[src/rtl/dp_link_sel_pkg.sv]
package dp_link_sel_pkg;

    typedef enum logic [1:0] {
        ST_IDLE = 2'd0,
        ST_LANE = 2'd1,
        ST_RATE = 2'd2,
        ST_DONE = 2'd3
    } sel_state_e;

    localparam int RATE_LO_KHZ  = 162000;
    localparam int RATE_MID_KHZ = 270000;
    localparam int RATE_HI_KHZ  = 540000;

    localparam logic [7:0] CODE_LO  = 8'h06;
    localparam logic [7:0] CODE_MID = 8'h0A;
    localparam logic [7:0] CODE_HI  = 8'h14;

    localparam int BPP       = 24;
    localparam int BITS_PER_SYMBOL = 8;

endpackage

[src/rtl/dp_link_sel_rate_table.sv]
module dp_link_sel_rate_table
    import dp_link_sel_pkg::*;
#(
    parameter int RATE_W = 20
) (
    input  logic [7:0]        sink_code,
    input  logic [1:0]        step_idx,
    output logic [RATE_W-1:0] sink_khz,
    output logic [7:0]        sink_code_norm,
    output logic [RATE_W-1:0] step_khz,
    output logic [7:0]        step_code
);

    // decode of the sink's capability code; unknown codes fall to the lowest rate
    always_comb begin
        case (sink_code)
            CODE_MID: begin
                sink_khz       = RATE_W'(RATE_MID_KHZ);
                sink_code_norm = CODE_MID;
            end
            CODE_HI: begin
                sink_khz       = RATE_W'(RATE_HI_KHZ);
                sink_code_norm = CODE_HI;
            end
            default: begin
                sink_khz       = RATE_W'(RATE_LO_KHZ);
                sink_code_norm = CODE_LO;
            end
        endcase
    end

    // ascending rate ladder walked by the rate phase
    always_comb begin
        case (step_idx)
            2'd1: begin
                step_khz  = RATE_W'(RATE_MID_KHZ);
                step_code = CODE_MID;
            end
            2'd2: begin
                step_khz  = RATE_W'(RATE_HI_KHZ);
                step_code = CODE_HI;
            end
            default: begin
                step_khz  = RATE_W'(RATE_LO_KHZ);
                step_code = CODE_LO;
            end
        endcase
    end

endmodule

[src/rtl/dp_link_sel_capacity.sv]
module dp_link_sel_capacity #(
    parameter int RATE_W = 20,
    parameter int MUL_W  = 6,
    parameter int CAP_W  = 32,
    parameter int SYM_SH = 3
) (
    input  logic [RATE_W-1:0] rate_khz,
    input  logic [MUL_W-1:0]  lanes,
    input  logic [CAP_W-1:0]  demand,
    output logic              fits
);

    logic [CAP_W-1:0] partial [MUL_W];
    logic [CAP_W-1:0] capacity;

    // one shifted copy of the rate per lane-count bit, pre-scaled by bits per symbol
    for (genvar gi = 0; gi < MUL_W; gi++) begin : g_pp
        assign partial[gi] = lanes[gi] ? (CAP_W'(rate_khz) << (gi + SYM_SH)) : '0;
    end

    always_comb begin
        capacity = '0;
        for (int k = 0; k < MUL_W; k++) begin
            capacity = capacity + partial[k];
        end
    end

    assign fits = (demand <= capacity);

endmodule

[src/rtl/dp_link_sel.sv]
module dp_link_sel
    import dp_link_sel_pkg::*;
#(
    parameter int PIX_W  = 20,
    parameter int RATE_W = 20,
    parameter int LANE_W = 5
) (
    input  logic              clk,
    input  logic              rst_n,
    input  logic              start,
    input  logic [PIX_W-1:0]  pix_khz,
    input  logic [7:0]        sink_rate_code,
    input  logic [LANE_W-1:0] sink_lane_max,
    input  logic              dp12_cap,
    output logic              busy,
    output logic              done,
    output logic [LANE_W-1:0] lane_count,
    output logic [RATE_W-1:0] rate_khz,
    output logic [7:0]        rate_code,
    output logic              mode_ok
);

    localparam int MUL_W  = LANE_W + 1;
    localparam int SYM_SH = $clog2(BITS_PER_SYMBOL);
    localparam int CAP_A  = RATE_W + MUL_W + SYM_SH + 1;
    localparam int CAP_B  = PIX_W + $clog2(BPP) + 1;
    localparam int CAP_W  = (CAP_A > CAP_B) ? CAP_A : CAP_B;

    typedef struct packed {
        sel_state_e        st;
        logic [CAP_W-1:0]  demand;
        logic [RATE_W-1:0] srate;
        logic [7:0]        scode;
        logic [LANE_W-1:0] smax;
        logic              dp12;
        logic [MUL_W-1:0]  cand;
        logic [1:0]        ridx;
        logic [LANE_W-1:0] lanes;
        logic [RATE_W-1:0] rate;
        logic [7:0]        code;
        logic              ok;
    } sel_regs_t;

    sel_regs_t r_q, r_d;

    logic [RATE_W-1:0] sink_khz;
    logic [7:0]        sink_code_norm;
    logic [RATE_W-1:0] step_khz;
    logic [7:0]        step_code;
    logic [RATE_W-1:0] cap_rate;
    logic [MUL_W-1:0]  cap_lanes;
    logic              cap_fits;
    logic [CAP_W-1:0]  pix_x24;

    dp_link_sel_rate_table #(
        .RATE_W (RATE_W)
    ) table_i (
        .sink_code      (sink_rate_code),
        .step_idx       (r_q.ridx),
        .sink_khz       (sink_khz),
        .sink_code_norm (sink_code_norm),
        .step_khz       (step_khz),
        .step_code      (step_code)
    );

    // operand steering: lane phase tests at the sink maximum, rate phase at the chosen lanes
    always_comb begin
        if (r_q.st == ST_LANE) begin
            cap_rate  = r_q.srate;
            cap_lanes = r_q.cand;
        end else begin
            cap_rate  = step_khz;
            cap_lanes = {1'b0, r_q.lanes};
        end
    end

    dp_link_sel_capacity #(
        .RATE_W (RATE_W),
        .MUL_W  (MUL_W),
        .CAP_W  (CAP_W),
        .SYM_SH (SYM_SH)
    ) cap_i (
        .rate_khz (cap_rate),
        .lanes    (cap_lanes),
        .demand   (r_q.demand),
        .fits     (cap_fits)
    );

    // demand = pixel clock * 24, built from shifts
    assign pix_x24 = (CAP_W'(pix_khz) << 4) + (CAP_W'(pix_khz) << 3);

    always_comb begin
        r_d = r_q;
        case (r_q.st)
            ST_IDLE: begin
                if (start) begin
                    r_d.st     = ST_LANE;
                    r_d.demand = pix_x24;
                    r_d.srate  = sink_khz;
                    r_d.scode  = sink_code_norm;
                    r_d.smax   = (sink_lane_max == '0) ? LANE_W'(1) : sink_lane_max;
                    r_d.dp12   = dp12_cap;
                    r_d.cand   = MUL_W'(1);
                    r_d.ridx   = 2'd0;
                end
            end
            ST_LANE: begin
                if (r_q.cand >= {1'b0, r_q.smax}) begin
                    r_d.lanes = r_q.smax;
                    r_d.st    = ST_RATE;
                end else if (cap_fits) begin
                    r_d.lanes = r_q.cand[LANE_W-1:0];
                    r_d.st    = ST_RATE;
                end else begin
                    r_d.cand  = r_q.cand << 1;
                end
            end
            ST_RATE: begin
                if (cap_fits) begin
                    r_d.rate = step_khz;
                    r_d.code = step_code;
                    r_d.ok   = !((step_code == CODE_HI) && !r_q.dp12);
                    r_d.st   = ST_DONE;
                end else if ((r_q.ridx == 2'd0) || ((r_q.ridx == 2'd1) && r_q.dp12)) begin
                    r_d.ridx = r_q.ridx + 2'd1;
                end else begin
                    r_d.rate = r_q.srate;
                    r_d.code = r_q.scode;
                    r_d.ok   = !((r_q.scode == CODE_HI) && !r_q.dp12);
                    r_d.st   = ST_DONE;
                end
            end
            default: begin
                r_d.st = ST_IDLE;
            end
        endcase
    end

    always_ff @(posedge clk or negedge rst_n) begin
        if (!rst_n) begin
            r_q <= '{st: ST_IDLE, default: '0};
        end else begin
            r_q <= r_d;
        end
    end

    assign busy       = (r_q.st == ST_LANE) || (r_q.st == ST_RATE);
    assign done       = (r_q.st == ST_DONE);
    assign lane_count = r_q.lanes;
    assign rate_khz   = r_q.rate;
    assign rate_code  = r_q.code;
    assign mode_ok    = r_q.ok;

    AST_DONE_PULSE: assert property (@(posedge clk) disable iff (!rst_n)
        done |=> !done) else $error("done longer than one cycle");

    AST_BUSY_DONE_EXCL: assert property (@(posedge clk) disable iff (!rst_n)
        !(busy && done)) else $error("busy and done together");

    AST_LANES_BOUND: assert property (@(posedge clk) disable iff (!rst_n)
        done |-> (lane_count != '0) && (lane_count <= r_q.smax)) else $error("lanes out of range");

    AST_CODE_PAIR: assert property (@(posedge clk) disable iff (!rst_n)
        done |-> ((rate_khz == RATE_W'(RATE_LO_KHZ))  && (rate_code == CODE_LO))  ||
                 ((rate_khz == RATE_W'(RATE_MID_KHZ)) && (rate_code == CODE_MID)) ||
                 ((rate_khz == RATE_W'(RATE_HI_KHZ))  && (rate_code == CODE_HI)))
        else $error("rate and code disagree");

    AST_HI_GATED: assert property (@(posedge clk) disable iff (!rst_n)
        (done && (rate_khz == RATE_W'(RATE_HI_KHZ)) && !r_q.dp12) |-> !mode_ok)
        else $error("540000 on non-capable sink reported valid");

    AST_IDLE_HOLD: assert property (@(posedge clk) disable iff (!rst_n)
        (!busy && !done && !start) |=> $stable(rate_khz) && $stable(lane_count) && $stable(mode_ok))
        else $error("outputs moved while idle");

endmodule

[config.mk]
export PLATFORM = sky130hd
export DESIGN_NAME = dp_link_sel
export DESIGN_NICKNAME = d
export VERILOG_FILES = /design/src/rtl/dp_link_sel_pkg.sv /design/src/rtl/dp_link_sel_rate_table.sv /design/src/rtl/dp_link_sel_capacity.sv /design/src/rtl/dp_link_sel.sv
export SDC_FILE = /design/constraint.sdc
export NUM_CORES = 1
export LEC_CHECK = 0
export BUFFER_PORTS_ARGS = -buffer_cell sky130_fd_sc_hd__buf_4
export CORE_MARGIN = 2
export CORE_UTILIZATION = 40
export CTS_CLUSTER_DIAMETER = 60
export CTS_CLUSTER_SIZE = 28
export DETAILED_ROUTE_END_ITERATION = 6
export SETUP_SLACK_MARGIN = 0.2
export SYNTH_ARGS = -nofsm -noshare
export SYNTH_HDL_FRONTEND = slang
export SYNTH_SLANG_ARGS = --single-unit
[constraint.sdc]
create_clock -name clk -period 6.6 [get_ports clk]
set_input_delay 1.32 -clock clk [delete_from_list [all_inputs] [get_ports clk]]
set_output_delay 1.32 -clock clk [all_outputs]
set_load 0.05 [all_outputs]
# Yosys cells after proc, flatten, opt, wreduce, memory -nomap -nowiden
# Index checks and enable logic that the tools add are counted.
# W data, S select, Z words.
[op_classes]
reduce_logical = 20
mux = 29
shifts = 0
n_eq_ne = 17
n_lt_le_gt_ge = 2
div = 0
n_mul = 0
bitwise_logic = 0
n_addsub = 7
[op_table]
columns = ["cell", "n"]
rows = [
  ["$pmux W20 S2", 2],
  ["$mux W74", 1],
  ["$add A30 B30 Y30", 2],
  ["$mux W29", 2],
  ["$add A30 B24 Y30", 1],
  ["$add A30 B27 Y30", 1],
  ["$add A30 B28 Y30", 1],
  ["$le A30 B30 Y1", 1],
  ["$mux W28", 1],
  ["$mux W27", 1],
  ["$mux W26", 1],
  ["$add A24 B23 Y25", 1],
  ["$mux W25", 1],
  ["$eq A8 B5 Y1 const B", 3],
  ["$mux W24", 1],
  ["$mux W23", 1],
  ["$mux W20", 1],
  ["$pmux W5 S2", 2],
  ["$mux W6", 3],
  ["$mux W5", 3],
  ["$mux W2", 6],
  ["$ne A2 B2 Y1 const B", 6],
  ["$pmux W6 S2", 1],
  ["$eq A8 B4 Y1 const B", 1],
  ["17 further kinds", 31],
]
[totals]
word_cells = 87
rom_bits = 0
in_bits = 37
latch_bits = 0
ram_bits = 0
n_memories = 0
output_inout_bits = 36
reg_bits = 108

# Logic depth before layout (Yosys ltp)
[depth]
word_depth = 13
ltp_mapped = 34
depth_no_buf = 31

# Hierarchy
# From an unflattened synthesis, not the netlist that was laid out.
[unflattened]
cells_unflattened = 1242
hier_area_um2 = 10839.1
[by_module_without_submodules]
columns = ["module", "area_each_um2", "cells_per_inst", "n_inst", "seq_area_each_um2"]
rows = [
  ["dp_link_sel", 6068.3, 674, 1, 2502.4],
  ["dp_link_sel_capacity", 4275.4, 501, 1, 0.0],
  ["dp_link_sel_rate_table", 495.5, 67, 1, 0.0],
]

# Worst setup path before layout
# No wires, ideal clock.
[synth_path]
kind = "reg-to-reg"
startpoint = "register r_q[107] in the netlist's numbering"
endpoint = "register r_q[107] in the netlist's numbering"
synth_period_minus_slack_ns = 7.080
stages_incl_launch_ff = 29
t_arrival_ns = 6.952
required_ns = 6.472
setup_ns = 0.128
slack_ns = -0.480
n_path_buf = 3
cell_sequence = "dfrtp_1 -> inv_1 -> ha_1 -> clkbuf_1 -> clkbuf_1 -> clkbuf_1 -> mux2_2 -> nand2_1 -> fa_1 -> fa_1 -> fa_1 -> inv_1 -> ha_1 -> or4_1 -> o21a_1 -> o211a_2 -> o21a_1 -> o21a_1 -> nor2_1 -> xor2_1 -> ha_1 -> nand3_1 -> nor4_1 -> o21ai_0 -> o211ai_1 -> and4b_1 -> nand4_4 -> o21ai_2 -> mux2_1"
[synth_between]
elab_chain_cells = 11
elab_cells_between_ends = 23
classes_between = "5 x add/sub; 1 x order compare; 5 x eq/ne; 10 x mux; 2 x reduce/logical"
[synth_rtl]
columns = ["item", "line_no", "rtl"]
rows = [
  ["from (decl)", "dp_link_sel.sv:44", "sel_regs_t r_q, r_d;"],
  ["from (signal assigned)", "dp_link_sel.sv:143", "r_q <= r_d;"],
  ["$eq A2 B1 Y1", "dp_link_sel.sv:68, dp_link_sel.sv:94", ""],
  ["$mux W20 / $mux W6 (equally long branches)", "dp_link_sel.sv:68", "if (r_q.st == ST_LANE) begin"],
  ["$mux W23 / $mux W24 (equally long branches)", "dp_link_sel_capacity.sv:18", "assign partial[gi] = lanes[gi] ? (CAP_W'(rate_khz) << (gi + SYM_SH)) : '0;"],
  ["$add A30 B24 Y30", "dp_link_sel_capacity.sv:24", "capacity = capacity + partial[k];"],
  ["$add A30 B30 Y30 (2 in a row)", "dp_link_sel_capacity.sv:24", ""],
  ["$add A30 B27 Y30", "dp_link_sel_capacity.sv:24", ""],
  ["$add A30 B28 Y30", "dp_link_sel_capacity.sv:24", ""],
  ["$le A30 B30 Y1", "dp_link_sel_capacity.sv:28", "assign fits = (demand <= capacity);"],
  ["$ne A3 B3 Y1 (no line) (tied with other cells)", "--", ""],
  ["$reduce_and A3 Y1 (no line) / $pmux W2 S3 (equally long branches)", "--", ""],
]
# Several ways; a longest one is shown, not always the timed one.
# A chain may end at the register's enable or synchronous reset.

# Worst setup path in the final report
# Same ends and word-level chain as after synthesis.

==> flow_results.org <==
** Run status
- The run finished, with violations left.
- Violations in the final reports :: design-rule violations

** Place
- Placed Area :: 8420 sq um
- During placement, the flow inserted port buffers numbering 62.
- Once detailed placement completed, the half-perimeter wirelength came to 15300 um.
- Once placement completed, the tool counted placed cells totaling 1190.
- Final Wtd Congestion :: 0.921

** Clock tree
- Clock-pin slew was measured on the worst setup and hold paths at 0.06 ns.
- The clock passes through at most 2 buffers.
- For the worst-skew pair, the clock arrives at the later sink with an insertion delay of 0.34 ns.
- CTS built an H-tree with a depth of 3.
- Counting the buffers created by CTS gives 9.
- Number of clock sinks seen by CTS :: 58
- Clock tree from TritonCTS :: built
- CTS Root Buffer Type :: clkbuf_16
- Quantity of hold-fixing buffers added after cts :: 0

** Timing
- Dividing the final minimum period by the clock period gives 0.991.
- Measured against its own limit, the worst slew margin works out to 0.0536.
- The smallest clock period supported by the final layout is computed as 6.54 ns.
- Transition at the pin with the smallest max-transition slack :: 1.40 ns
- For the final database, setup skew stands at 0.00747 ns.
- Static timing analysis puts the maximum clock frequency at 153 MHz.
- Setup violations remaining at the end of the flow were counted as 0.
- Setup repair after global routing could not meet its margin everywhere.
- Number of pins exceeding their max-slew limit in the final report :: 0
- Hold violation total from the final report :: 0

** Drt
- Aggregate routed wire length :: 19100 um
- After the first detailed-routing iteration, the DRC count stood at 523.
- Across all layers, the routed design uses 6576 vias.
- The first detailed-routing pass took 7 iterations.
- Average wire length per cell after detail routing :: 15.6 um
- After detailed routing, the number of vias per cell comes to 5.36.
- Number of nets still failing antenna checks after routing :: 0
- DR DRC count :: 3

** Final layout
- Area growth syn-to-layout :: 25.1%
- The repair_antennas step left the layout with diodes totalling 0.
- The finished cells cover 9280 sq um.
- Non-filler instance count after layout :: 1228
- Of the cells placed in the final design, the portion with a size suffix greater than 1 is 0.269.
- After the last flow step, the layout net total stands at 1170.

** Yosys
- After synthesis, the share of flip-flops with an asynchronous set or reset is 1.00.
- Sequential element share of the synthesized area :: 0.196
- Number of cells produced by synthesis :: 875
- The Yosys step of the flow raised 0 warnings.
- Among all flip-flop cells after synthesis, the most frequent one is dfrtp_1.
- Mean area per synthesized cell :: 8.48 sq um
- Synthesis inferred 58 register bits.
- The number of different library cells used by synthesis comes to 77.
- The mapped netlist covers 7420 sq um.
- Number of synthesized flops with an enable pin :: 0

** Worst setup path
- The largest individual stage delay along the critical path comes from the cell fa_1.
- CP Max Fanout :: 7
- The setup path with the least slack is of type reg2reg.
- The largest single stage delay on the critical path is 0.53 ns.
- Data arrival time of the worst path :: 6.76 ns
- On the critical path the largest part of the delay comes from adder cells.
- The worst setup path is launched from a flop.
- Critical path capture point type :: flop
- STA puts the critical path data required time at 6.82 ns.
- Worst Path Buf+Inv :: 5

** Floorplan
- Total Die Area :: 19600 sq um
- The die is 140 um tall.
- After floorplanning, the core was sized to cover 18100 sq um.
- Pin placement for this block handled 73 I/O pins.
- Initial core utilization :: 0.410
- From left edge to right edge, the die measures 140 um.
- The initialized floorplan defines 49 standard-cell rows.

** Global routing
- The global routing stage identified its most utilized layer as met2.
- For met3 alone, demand over resource in global routing was 0.0328.
- In the global route stage, met1 resource usage came out at 0.290.
- Number of antenna violations at the first check in global routing :: 0
- For this run, global-route usage on met2 was measured as 0.324.
- The total overflow left after global routing is 0.
- Largest net degree at the start of global routing :: 59
- For this run, the total global-route usage over all layers was measured as 0.205.
- Global-route wire length before repair :: 32500 um
- Via count of the first global-routing pass :: 6480

** Min path
- The worst hold path belongs to the class reg2reg.

** Flow run
- The tool flagged a number of max-cap violations equal to 0.
[placed cells by master, fill, tap and decap left out, types with 5 or more instances in the layout]
cell type	n
buf_6	8
a21o_1	18
nand3_1	16
nor2_1	44
nand2_1	90
xnor2_1	5
inv_1	96
o211ai_1	7
o21a_1	14
a211oi_1	8
dfrtp_1	58
nand4_1	10
nor3_1	13
o31ai_1	5
a31oi_1	13
conb_1	10
nand2_2	7
o31a_1	5
clkbuf_16	9
o21bai_1	5
fa_1	41
or3_1	5
and3_1	5
buf_4	146
ha_4	6
nor4_1	5
inv_2	7
a21oi_2	13
xor2_1	15
a221oi_2	8
nand2b_1	11
ha_1	89
o21ai_0	45
a21oi_1	41
nor3b_1	10
[metal layers]
metal  share of wire  vias to the layer above
met3           0.053                       23
li1                -                     3256
met5               0                        -
met4           0.016                        0
met1            0.48                     3124
met2            0.46                      173
[through the flow]
step | hold WS [ns] | setup TNS [ns] | worst slack, ns | util
2_1_floorplan | 0.447 | 0 | 0.203 | -
3_3_place_gp | 0.461 | -0.00344 | -0.00344 | 0.466
3_5_place_dp | 0.464 | -1.78 | -0.119 | 0.466
4_1_cts | 0.479 | 0 | 0.173 | 0.506
5_1_grt | 0.516 | -3.07 | -0.173 | 0.513
6_report | 0.473 | 0 | 0.0621 | 0.513
[flip-flops by register name, summed over array words and instances, names as in the netlist]
name and cells:
rate_khz 7, lane_count 5, mode_ok 1, r_q 45
[Yosys cell counts (9+ instances only)]
library cell / number / share of area
inv_1: 103 / 0.052
nand2_1: 101 / 0.051
ha_1: 96 / 0.16
dfrtp_1: 58 / 0.20
a21oi_1: 53 / 0.036
nor2_1: 49 / 0.025
o21ai_0: 48 / 0.032
fa_1: 43 / 0.12
buf_4: 34 / 0.034
a21o_1: 21 / 0.021
clkbuf_1: 18 / 0.0091
nand3_1: 17 / 0.011
xor2_1: 16 / 0.019
o21a_1: 14 / 0.014
a31oi_1: 13 / 0.011
nor3_1: 13 / 0.0088
nor2b_1: 12 / 0.010
nand2b_1: 11 / 0.0093
nand4_1: 10 / 0.0084
nor3b_1: 10 / 0.010
a211oi_1: 9 / 0.0091
[cells by family after synthesis]
family	Yosys count	synth area share
flops	58	0.196
mux	9	0.0130
other cells	1	0.000506
simple gates	261	0.174
buf+inv	161	0.104
compound gates	225	0.210
xor+xnor	21	0.0248
fa+ha+maj	139	0.278
[repair_timing]
| item | 4_1_cts | 5_1_grt |
|---|---|---|
| gates resized for setup | 69 | 21 |
| buffers inserted | 17 | 5 |
| pin swaps | 35 | 18 |
| endpoints found under the setup margin | 23 | 23 |
| endpoints found under the hold margin | 0 | 0 |
[cell type report]
type / count / area (sq um)
clock inverters: 7 / 101
well taps: 229 / 287
clock buffers: 9 / 225
flip-flops and latches: 58 / 1450
repair buffers: 157 / 1240
inverters: 103 / 387
fillers: 1680 / 8810
multi-input cells: 665 / 5590
[final timing paths]
kind	depth (start not counted)	slack (ns)	from	end
worst max register to register	29	0.06	r_q[107]	r_q[107]
max in group asynchronous	1	5.06	rst_n	r_q[98]
worst min-delay path	2	0.47	r_q[79]	r_q[79]
worst min register to register	2	0.47	r_q[79]	r_q[79]
worst max-delay path	29	0.06	r_q[107]	r_q[107]
min in group asynchronous	1	1.04	rst_n	r_q[42]
[tightest hold or removal path: stages, from the launching register on]
cell	delay, ns
dfrtp_1	0.34
nand2_1	0.05
nand2_1	0.05
Power is left out: the tool's default activity adds up to more than one toggle a clock period on the data nets, which glitch-free logic cannot reach.
